==> src/rtl/pmux_pkg.sv <==
package pmux_pkg;

   typedef enum logic [1:0] {
      OWN_GPIO  = 2'd0,
      OWN_PWM   = 2'd1,
      OWN_STALL = 2'd2
   } owner_e;

   function automatic owner_e pick_owner(input logic stall_on, input logic pwm_on);
      if (stall_on)    return OWN_STALL;
      else if (pwm_on) return OWN_PWM;
      else             return OWN_GPIO;
   endfunction

endpackage

==> src/rtl/pmux_regs.sv <==
module pmux_regs #(
   parameter int                WIDTH    = 8,
   parameter int                ADDR_W   = 8,
   parameter logic [ADDR_W-1:0] DATA_OFS = 'h40,
   parameter logic [ADDR_W-1:0] DIR_OFS  = 'h42
) (
   input  logic              clk,
   input  logic              rst_n,
   input  logic [ADDR_W-1:0] bus_addr,
   input  logic              bus_wr,
   input  logic [WIDTH-1:0]  bus_wdata,
   output logic [WIDTH-1:0]  data_q,
   output logic [WIDTH-1:0]  dir_q
);

   if (DATA_OFS == DIR_OFS) begin : g_bad_map
      $error("pmux_regs: register offsets collide");
   end

   logic hit_data, hit_dir;
   assign hit_data = bus_wr && (bus_addr == DATA_OFS);
   assign hit_dir  = bus_wr && (bus_addr == DIR_OFS);

   always_ff @(posedge clk or negedge rst_n) begin
      if (!rst_n) begin
         data_q <= '0;
         dir_q  <= '0;
      end else begin
         if (hit_data) data_q <= bus_wdata;
         if (hit_dir)  dir_q  <= bus_wdata;
      end
   end

   assert_data_write_R2: assert property (@(posedge clk) disable iff (!rst_n)
      (bus_wr && bus_addr == DATA_OFS) |=> (data_q == $past(bus_wdata)));

   assert_dir_write_R2: assert property (@(posedge clk) disable iff (!rst_n)
      (bus_wr && bus_addr == DIR_OFS) |=> (dir_q == $past(bus_wdata)));

   assert_unmapped_write_R11: assert property (@(posedge clk) disable iff (!rst_n)
      (bus_wr && bus_addr != DATA_OFS && bus_addr != DIR_OFS) |=> ($stable(data_q) && $stable(dir_q)));

endmodule

==> src/rtl/pmux_sync.sv <==
module pmux_sync #(
   parameter int WIDTH  = 8,
   parameter int STAGES = 2
) (
   input  logic             clk,
   input  logic             rst_n,
   input  logic [WIDTH-1:0] async_in,
   output logic [WIDTH-1:0] sync_out
);

   if (STAGES < 2) begin : g_bad_depth
      $error("pmux_sync: at least two stages are required");
   end

   logic [STAGES-1:0][WIDTH-1:0] stage_q;

   always_ff @(posedge clk or negedge rst_n) begin
      if (!rst_n) stage_q[0] <= '0;
      else        stage_q[0] <= async_in;
   end

   for (genvar k = 1; k < STAGES; k++) begin : g_stage
      always_ff @(posedge clk or negedge rst_n) begin
         if (!rst_n) stage_q[k] <= '0;
         else        stage_q[k] <= stage_q[k-1];
      end

      assert_sync_shift_R8: assert property (@(posedge clk) disable iff (!rst_n)
         $past(rst_n) |-> (stage_q[k] == $past(stage_q[k-1])));
   end

   assign sync_out = stage_q[STAGES-1];

endmodule

==> src/rtl/pmux_group.sv <==
module pmux_group
   import pmux_pkg::*;
#(
   parameter int GW = 4
) (
   input  logic          stall_on,
   input  logic          pwm_on,
   input  logic [GW-1:0] gpio_out,
   input  logic [GW-1:0] gpio_oe,
   input  logic [GW-1:0] stall_out,
   input  logic [GW-1:0] stall_oe,
   input  logic [GW-1:0] pwm_out,
   input  logic [GW-1:0] pwm_oe,
   output logic [GW-1:0] grp_out,
   output logic [GW-1:0] grp_oe
);

   owner_e owner;
   assign owner = pick_owner(stall_on, pwm_on);

   always_comb begin
      unique case (owner)
         OWN_STALL: begin grp_out = stall_out; grp_oe = stall_oe; end
         OWN_PWM:   begin grp_out = pwm_out;   grp_oe = pwm_oe;   end
         default:   begin grp_out = gpio_out;  grp_oe = gpio_oe;  end
      endcase
   end

endmodule

==> src/rtl/pmux_port.sv <==
module pmux_port #(
   parameter int                PIN_COUNT   = 8,
   parameter int                GROUP_W     = 4,
   parameter int                ADDR_W      = 8,
   parameter logic [ADDR_W-1:0] DATA_OFS    = 'h40,
   parameter logic [ADDR_W-1:0] DIR_OFS     = 'h42,
   parameter int                SYNC_STAGES = 2,
   localparam int               GROUPS      = PIN_COUNT / GROUP_W
) (
   input  logic                 clk,
   input  logic                 rst_n,
   input  logic [ADDR_W-1:0]    bus_addr,
   input  logic                 bus_wr,
   input  logic [PIN_COUNT-1:0] bus_wdata,
   output logic [PIN_COUNT-1:0] bus_rdata,
   input  logic [PIN_COUNT-1:0] slew_en,
   input  logic [GROUPS-1:0]    stall_en,
   input  logic [PIN_COUNT-1:0] stall_out,
   input  logic [PIN_COUNT-1:0] stall_oe,
   input  logic [GROUPS-1:0]    pwm_en,
   input  logic [PIN_COUNT-1:0] pwm_out,
   input  logic [PIN_COUNT-1:0] pwm_oe,
   input  logic [PIN_COUNT-1:0] pin_in,
   output logic [PIN_COUNT-1:0] pin_out,
   output logic [PIN_COUNT-1:0] pin_oe
);

   if (GROUP_W < 1 || (PIN_COUNT % GROUP_W) != 0) begin : g_bad_split
      $error("pmux_port: PIN_COUNT must be a multiple of GROUP_W");
   end

   logic [PIN_COUNT-1:0] data_q, dir_q, pin_sync;
   logic [PIN_COUNT-1:0] mux_out, mux_oe;
   logic [PIN_COUNT-1:0] port_view;

   pmux_regs #(
      .WIDTH(PIN_COUNT), .ADDR_W(ADDR_W), .DATA_OFS(DATA_OFS), .DIR_OFS(DIR_OFS)
   ) regs_i (
      .clk(clk), .rst_n(rst_n), .bus_addr(bus_addr), .bus_wr(bus_wr),
      .bus_wdata(bus_wdata), .data_q(data_q), .dir_q(dir_q)
   );

   pmux_sync #(.WIDTH(PIN_COUNT), .STAGES(SYNC_STAGES)) sync_i (
      .clk(clk), .rst_n(rst_n), .async_in(pin_in), .sync_out(pin_sync)
   );

   for (genvar g = 0; g < GROUPS; g++) begin : g_grp
      localparam int LO = g * GROUP_W;

      pmux_group #(.GW(GROUP_W)) grp_i (
         .stall_on (stall_en[g]),
         .pwm_on   (pwm_en[g]),
         .gpio_out (data_q[LO +: GROUP_W]),
         .gpio_oe  (dir_q[LO +: GROUP_W]),
         .stall_out(stall_out[LO +: GROUP_W]),
         .stall_oe (stall_oe[LO +: GROUP_W]),
         .pwm_out  (pwm_out[LO +: GROUP_W]),
         .pwm_oe   (pwm_oe[LO +: GROUP_W]),
         .grp_out  (mux_out[LO +: GROUP_W]),
         .grp_oe   (mux_oe[LO +: GROUP_W])
      );

      assert_stall_owns_R4: assert property (@(posedge clk) disable iff (!rst_n)
         stall_en[g] |-> (pin_out[LO +: GROUP_W] == stall_out[LO +: GROUP_W] &&
                          pin_oe[LO +: GROUP_W]  == stall_oe[LO +: GROUP_W]));

      assert_pwm_owns_R5: assert property (@(posedge clk) disable iff (!rst_n)
         (!stall_en[g] && pwm_en[g]) |-> (pin_out[LO +: GROUP_W] == pwm_out[LO +: GROUP_W] &&
                                          pin_oe[LO +: GROUP_W]  == pwm_oe[LO +: GROUP_W]));

      assert_gpio_owns_R3: assert property (@(posedge clk) disable iff (!rst_n)
         (!stall_en[g] && !pwm_en[g]) |-> (pin_out[LO +: GROUP_W] == data_q[LO +: GROUP_W] &&
                                           pin_oe[LO +: GROUP_W]  == dir_q[LO +: GROUP_W]));
   end

   assign pin_out = mux_out;
   assign pin_oe  = rst_n ? mux_oe : '0;

   always_comb begin
      for (int i = 0; i < PIN_COUNT; i++) begin
         if (dir_q[i])        port_view[i] = data_q[i];
         else if (slew_en[i]) port_view[i] = 1'b1;
         else                 port_view[i] = pin_sync[i];
      end
   end

   always_comb begin
      if (bus_addr == DATA_OFS)     bus_rdata = port_view;
      else if (bus_addr == DIR_OFS) bus_rdata = dir_q;
      else                          bus_rdata = '0;
   end

   always_comb begin
      if (!rst_n) begin
         assert_reset_hiz_R1: assert (pin_oe == '0);
      end
   end

   for (genvar p = 0; p < PIN_COUNT; p++) begin : g_pin_chk
      assert_read_output_R6: assert property (@(posedge clk) disable iff (!rst_n)
         (bus_addr == DATA_OFS && dir_q[p]) |-> (bus_rdata[p] == data_q[p]));

      assert_read_slew_R7: assert property (@(posedge clk) disable iff (!rst_n)
         (bus_addr == DATA_OFS && !dir_q[p] && slew_en[p]) |-> bus_rdata[p]);
   end

   assert_read_unmapped_R11: assert property (@(posedge clk) disable iff (!rst_n)
      (bus_addr != DATA_OFS && bus_addr != DIR_OFS) |-> (bus_rdata == '0));

endmodule

==> config.mk <==
export PLATFORM = sky130hd
export DESIGN_NAME = pmux_port
export DESIGN_NICKNAME = d
export VERILOG_FILES = /design/src/rtl/pmux_pkg.sv /design/src/rtl/pmux_regs.sv /design/src/rtl/pmux_sync.sv /design/src/rtl/pmux_group.sv /design/src/rtl/pmux_port.sv
export SDC_FILE = /design/constraint.sdc
export NUM_CORES = 1
export LEC_CHECK = 0
export ABC_CLOCK_PERIOD_IN_PS = 1000
export BUFFER_PORTS_ARGS = -buffer_cell sky130_fd_sc_hd__buf_2
export CORE_MARGIN = 1
export CORE_UTILIZATION = 40
export CTS_BUF_LIST = sky130_fd_sc_hd__clkbuf_16
export DETAILED_ROUTE_END_ITERATION = 8
export GPL_TIMING_DRIVEN = 0
export PLACE_DENSITY = 0.73
export SETUP_SLACK_MARGIN = 0.15
export SLEW_MARGIN = 15
export SYNTH_ARGS = -nofsm -noshare
export SYNTH_HDL_FRONTEND = slang
export SYNTH_HIERARCHICAL = 1
export SYNTH_SLANG_ARGS = --single-unit
export TNS_END_PERCENT = 100
==> constraint.sdc <==
create_clock -name clk -period 1 [get_ports clk]
set_clock_uncertainty 0.1 [all_clocks]
set_input_delay 0.2 -clock clk [delete_from_list [all_inputs] [get_ports clk]]
set_output_delay 0.2 -clock clk [all_outputs]
set_load 0.01 [all_outputs]
### Word level (Yosys, flattened, before mapping)

Cells that the tools add are included.

* flip-flop bits (word level): 32
* input port bits: 71

* equality and inequality tests: 6
* multiplexer cells: 27
* reductions and logical operators: 2

Operators with widths (number)
* $pmux 4 s2: 4
* $mux 8: 3
* $mux 1: 18
* $eq 8x7->1 const B: 2
* $eq 2x1->1 const B: 2
* $eq 2x2->1 const B: 2
* $mux 2: 2
* $logic_and 1x1->1: 2

### Longest topological paths before layout

* word-level depth: 5
* depth in mapped cells: 4
* depth with buffers taken out: 3

### Cells and area by module

The synthesis kept the hierarchy.

By module, submodules not included
* pmux_regs: instances 1, cells an instance 38, area each 664.4 sq um, seq. area each 400.4 sq um
* pmux_sync: instances 1, cells an instance 24, area each 460.4 sq um, seq. area each 400.4 sq um
* pmux_group: instances 2, cells an instance 26, area each 172.7 sq um, seq. area each 0.0 sq um
* pmux_port: instances 1, cells an instance 44, area each 242.7 sq um, seq. area each 0.0 sq um

### Worst setup path before layout

OpenSTA, ideal clock, no wires.

* path kind: input to register
* start point: input bus_addr[0]
* end point: register regs_i.dir_q[0]
* setup time: 0.125 ns
* arrival: 1.483 ns
* slack: -0.708 ns
* cell stages on the path: 4
* path buffers: 1
* cells stage by stage: or4_4 or3_1 buf_6 mux2_4

* cells in the longest elaborated chain, start to end: 2

Ends and longest elaborated chain
* start, declared: RTL line pmux_port.sv:12 `input logic [ADDR_W-1:0] bus_addr,`
* $eq 8x7->1: RTL line pmux_regs.sv:22 `assign hit_dir = bus_wr && (bus_addr == DIR_OFS);`
* $logic_and 1x1->1: RTL line pmux_regs.sv:22
* end signal, assigned: RTL line pmux_regs.sv:30 `if (hit_dir) dir_q <= bus_wdata;`
* end, declared: RTL line pmux_regs.sv:13 `output logic [WIDTH-1:0] dir_q`

Every way passes these cells.
A chain may end at the register's enable or synchronous reset.

### Worst setup path in the final report

* start point: input bus_addr[0]
* end point: register regs_i.dir_q[3]

Same word-level chain as after synthesis.

==> results by group <==
Outcome
  – Outcome: finished, violations left
  – Failing checks: negative hold slack, negative setup slack

Clock tree
  – Clk slew on worst S/H paths: 0.05 ns
  – Maximum buffer depth of the clock tree: 2
  – # clock sinks: 32
  – Root buf cell: clkbuf_16
  – H-tree levels: 2
  – Inserted Clock Buffers: 5
  – CTS Hold Bufs: 8
  – Clock Latency Late Sink: roughly 0.27 ns
  – CTS tree: done

Global route
  – Remaining global-route overflow: 0
  – Largest net degree at the start of global routing: between 40 and 50
  – Vias in the first global route: about 1.5k
  – Initial antenna violation count: 0
  – Global-route wire length before repair: about 6700 um
  – Tot GR Track Use: 0.2050

Place
  – Cell Count Post-Placement: 300
  – Post-DP HPWL: roughly 3000 um
  – Placed cell area: 2293 um^2
  – Port buffer count: 92
  – Placer Congestion: 0.7748

Drt
  – WL/cell: approximately 13 um
  – WL final: a little over 4000 um
  – Initial drt markers: between 50 and 60
  – First-pass iteration count of the detailed router: 4
  – Vias per std cell: around 4.8
  – DRC viols: 0
  – Routed vias: roughly 1.5k
  – Detail Route Antenna Nets: 0

Yosys
  – EDFF count, synth: 0
  – Most used DFF post-synth: dfrtp_1
  – Compound-cell area share of the yosys netlist: 0.1169
  – FFs w/ async S/R, synth: 1.000
  – Mux share of post-synthesis cell area: 0.2162
  – Instance count of the mapped netlist: roughly 160
  – Syn Nets: 229
  – Commonest cells in the netlist: dfrtp_1 (32), o21ai_1 (21), mux2i_1 (16), nand2_1 (16), o21ai_0 (11)
  – Adder-cell share of the synthesized area: 0
  – Synth area leaders: dfrtp_1 (47%), mux2i_1 (9.3%), mux2_4 (7.0%)
  – Yosys warns: 6
  – Xor-xnor portion of the synthesized cell area: 0
  – Unique cell type count in the Yosys netlist: 20
  – Largest family of logic cells by synthesized area: multiplexers
  – Area leader, netlist: dfrtp_1
  – Post-Synth Simple-Gate Area: 0.1249
  – Cell Area, Synth: roughly 1700 um^2
  – Syn Area/Cell: ~11 um^2
  – Register area share after synthesis: 0.4675
  – Yosys top cell area share: 0.4675
  – Most numerous cell in the Yosys netlist: dfrtp_1
  – Flops & latches, synth: 32

Critical path
  – Worst EP required: 1.06 ns
  – Reg-to-Reg End: regs_i/dir_q[2]
  – Worst R2R Path Depth: 2
  – CP Capture Type: flip-flop
  – Critical-path cell list: buf_8 > or4_4 > or3_1 > buf_6 > mux2_4
  – CP arrival: roughly 1.6 ns
  – Slowest CP cell: or4_4
  – Critical path peak fanout: 8
  – Crit Path Class: in -> reg
  – R2R setup slack: -0.03 ns
  – CP Launch Type: input port
  – R2r startpoint: regs_i/dir_q[2]
  – Slowest stage delay, CP: ~0.54 ns

Timing
  – Peak Freq: 0.6348 GHz
  – Final worst slack: -0.5753 ns
  – RSZ-0062 raised after global routing: true
  – Endpoints failing setup: 40
  – Least-Margin Pin Slew: about 0.48 ns
  – Final Hold Vio Count: 32
  – Slew margin rel.: 0.6830
  – Final Max Slew Viols: 0
  – Hold WS: -0.2205 ns
  – Fin crit period: 1.575 ns
  – Crit share post-route: 1.575

Floorplan
  – Die area: between 4000 and 5000 um^2
  – Die H: a little under 70 um
  – Num ports: 95
  – Core area: around 4100 um^2
  – Starting Density: 0.4221
  – Die span in x: between 60 and 70 um
  – Row Count: 23

Layout
  – Total Nets Final: between 300 and 400
  – Final core utilization: 0.6577
  – Final std cell area, no fill: 2669 um^2
  – Non-filler instance count after layout: roughly 320
  – Layout-stage area growth over the synthesis result: 55.81%
  – Layout cells sized above 1: 0.5646
  – Fill count: between 300 and 400
  – N_diodes: 0

Power and ir drop
  – PD cells: about 1300 nW/um^2
  – Worst VDD drop: about 1.4 mV
  – Static Leak: about 1.4 nW

Flow run
  – Max-cap violations: 0

Worst hold path
  – Hold WC Path Type: in -> async
==> logic make-up after synthesis <==
kind of cell / count (synthesis)
compound gates: 40
buf+inv: 15
flops: 32
mux: 32
simple gates: 39
==> worst max-delay path by stage <==
stage	from	to	slack (ns)	depth (start not counted)
floorplan	bus_addr[0]	regs_i/dir_q[0]	-0.71	4
global placement	bus_addr[0]	regs_i/data_q[0]	-1.05	4
detailed placement	bus_addr[0]	regs_i/data_q[0]	-1.05	4
CTS	bus_addr[0]	regs_i/dir_q[5]	-0.58	5
global route	bus_addr[0]	regs_i/dir_q[1]	-0.59	5
finish	bus_addr[0]	regs_i/dir_q[3]	-0.58	5
==> layer usage <==
metal  wire length (um)  share of wire  track usage  vias to the layer above
li1                   -              -            -                      771
met1               1742           0.42       0.2565                      706
met2               2161           0.52       0.3425                       42
met3                181          0.044      0.05068                        6
met4                 55          0.013      0.07181                        0
met5                  0              0            0                        -
==> power by group <==
part	switching (W)	internal, W	leakage, nW
combinational	0.000239	0.000349	0.925
sequential	0.0000398	0.00136	0.407
clock	0.000499	0.000900	0.0687
total	0.000778	0.00261	1.40
==> critical path: cells and delay by family <==
kind	cells	cell delay, ns
buffers and inverters	2	0.25
muxes	1	0.29
and+or+nand+nor	2	0.87
==> cell type report <==
cell class | instances | area [um^2] | share of cell area
Buffer | 14 | 131.4 | 0.04923
Clock buffer | 5 | 125.1 | 0.04688
Clock inverter | 3 | 15.01 | 0.005626
Inverter | 1 | 3.754 | 0.001406
Multi-Input combinational cell | 111 | 875.8 | 0.3282
Sequential cell | 32 | 800.8 | 0.3000
Tap cell | 50 | 62.56 | 0.02344
Timing Repair Buffer | 105 | 654.4 | 0.2452
==> registers in the layout, indices dropped and copies added, names as in the netlist <==
| register | flops |
|---|---|
| sync_i/stage_q | 8 |
| regs_i/dir_q | 8 |
| regs_i/data_q | 8 |
| sync_i/sync_out | 8 |
==> layout by cell type (no fill, tap or decap) <==
cell type	count
dfrtp_1	32
nor4b_4	1
or3_1	1
o21ai_0	4
mux2i_1	16
buf_6	14
nand4bb_1	1
nor3_4	1
nor3_1	1
o21ai_1	28
mux2_4	16
dlygate4sd3_1	8
nand2_1	16
or4_4	1
nand2_4	1
and2_4	8
nor2_1	8
clkinv_1	1
buf_2	81
buf_4	13
buf_8	3
clkinvlp_4	1
a21oi_2	8
clkbuf_16	5
inv_1	2
==> stage by stage <==
stage	TNS, ns	setup WS [ns]	power, W	hold WS, ns
2_1_floorplan	-12.18	-0.7077	0.001675	-0.1956
3_3_place_gp	-23.44	-1.049	0.001920	0.2076
3_5_place_dp	-23.66	-1.051	0.001930	0.2093
4_1_cts	-17.75	-0.5761	0.003412	-0.1993
5_1_grt	-19.47	-0.5926	0.003546	-0.1756
6_report	-17.46	-0.5753	0.003388	-0.2205
==> timing repair <==
item | 4_1_cts | 5_1_grt
cloned | 0 | 0
endpoints found under the setup margin | 40 | 40
endpoints found under the hold margin | 40 | 32
buffers inserted | 3 | 2
pin swaps | 11 | 4
gates resized for setup | 31 | 1
No activity file was read; power rests on OpenSTA's default activity.
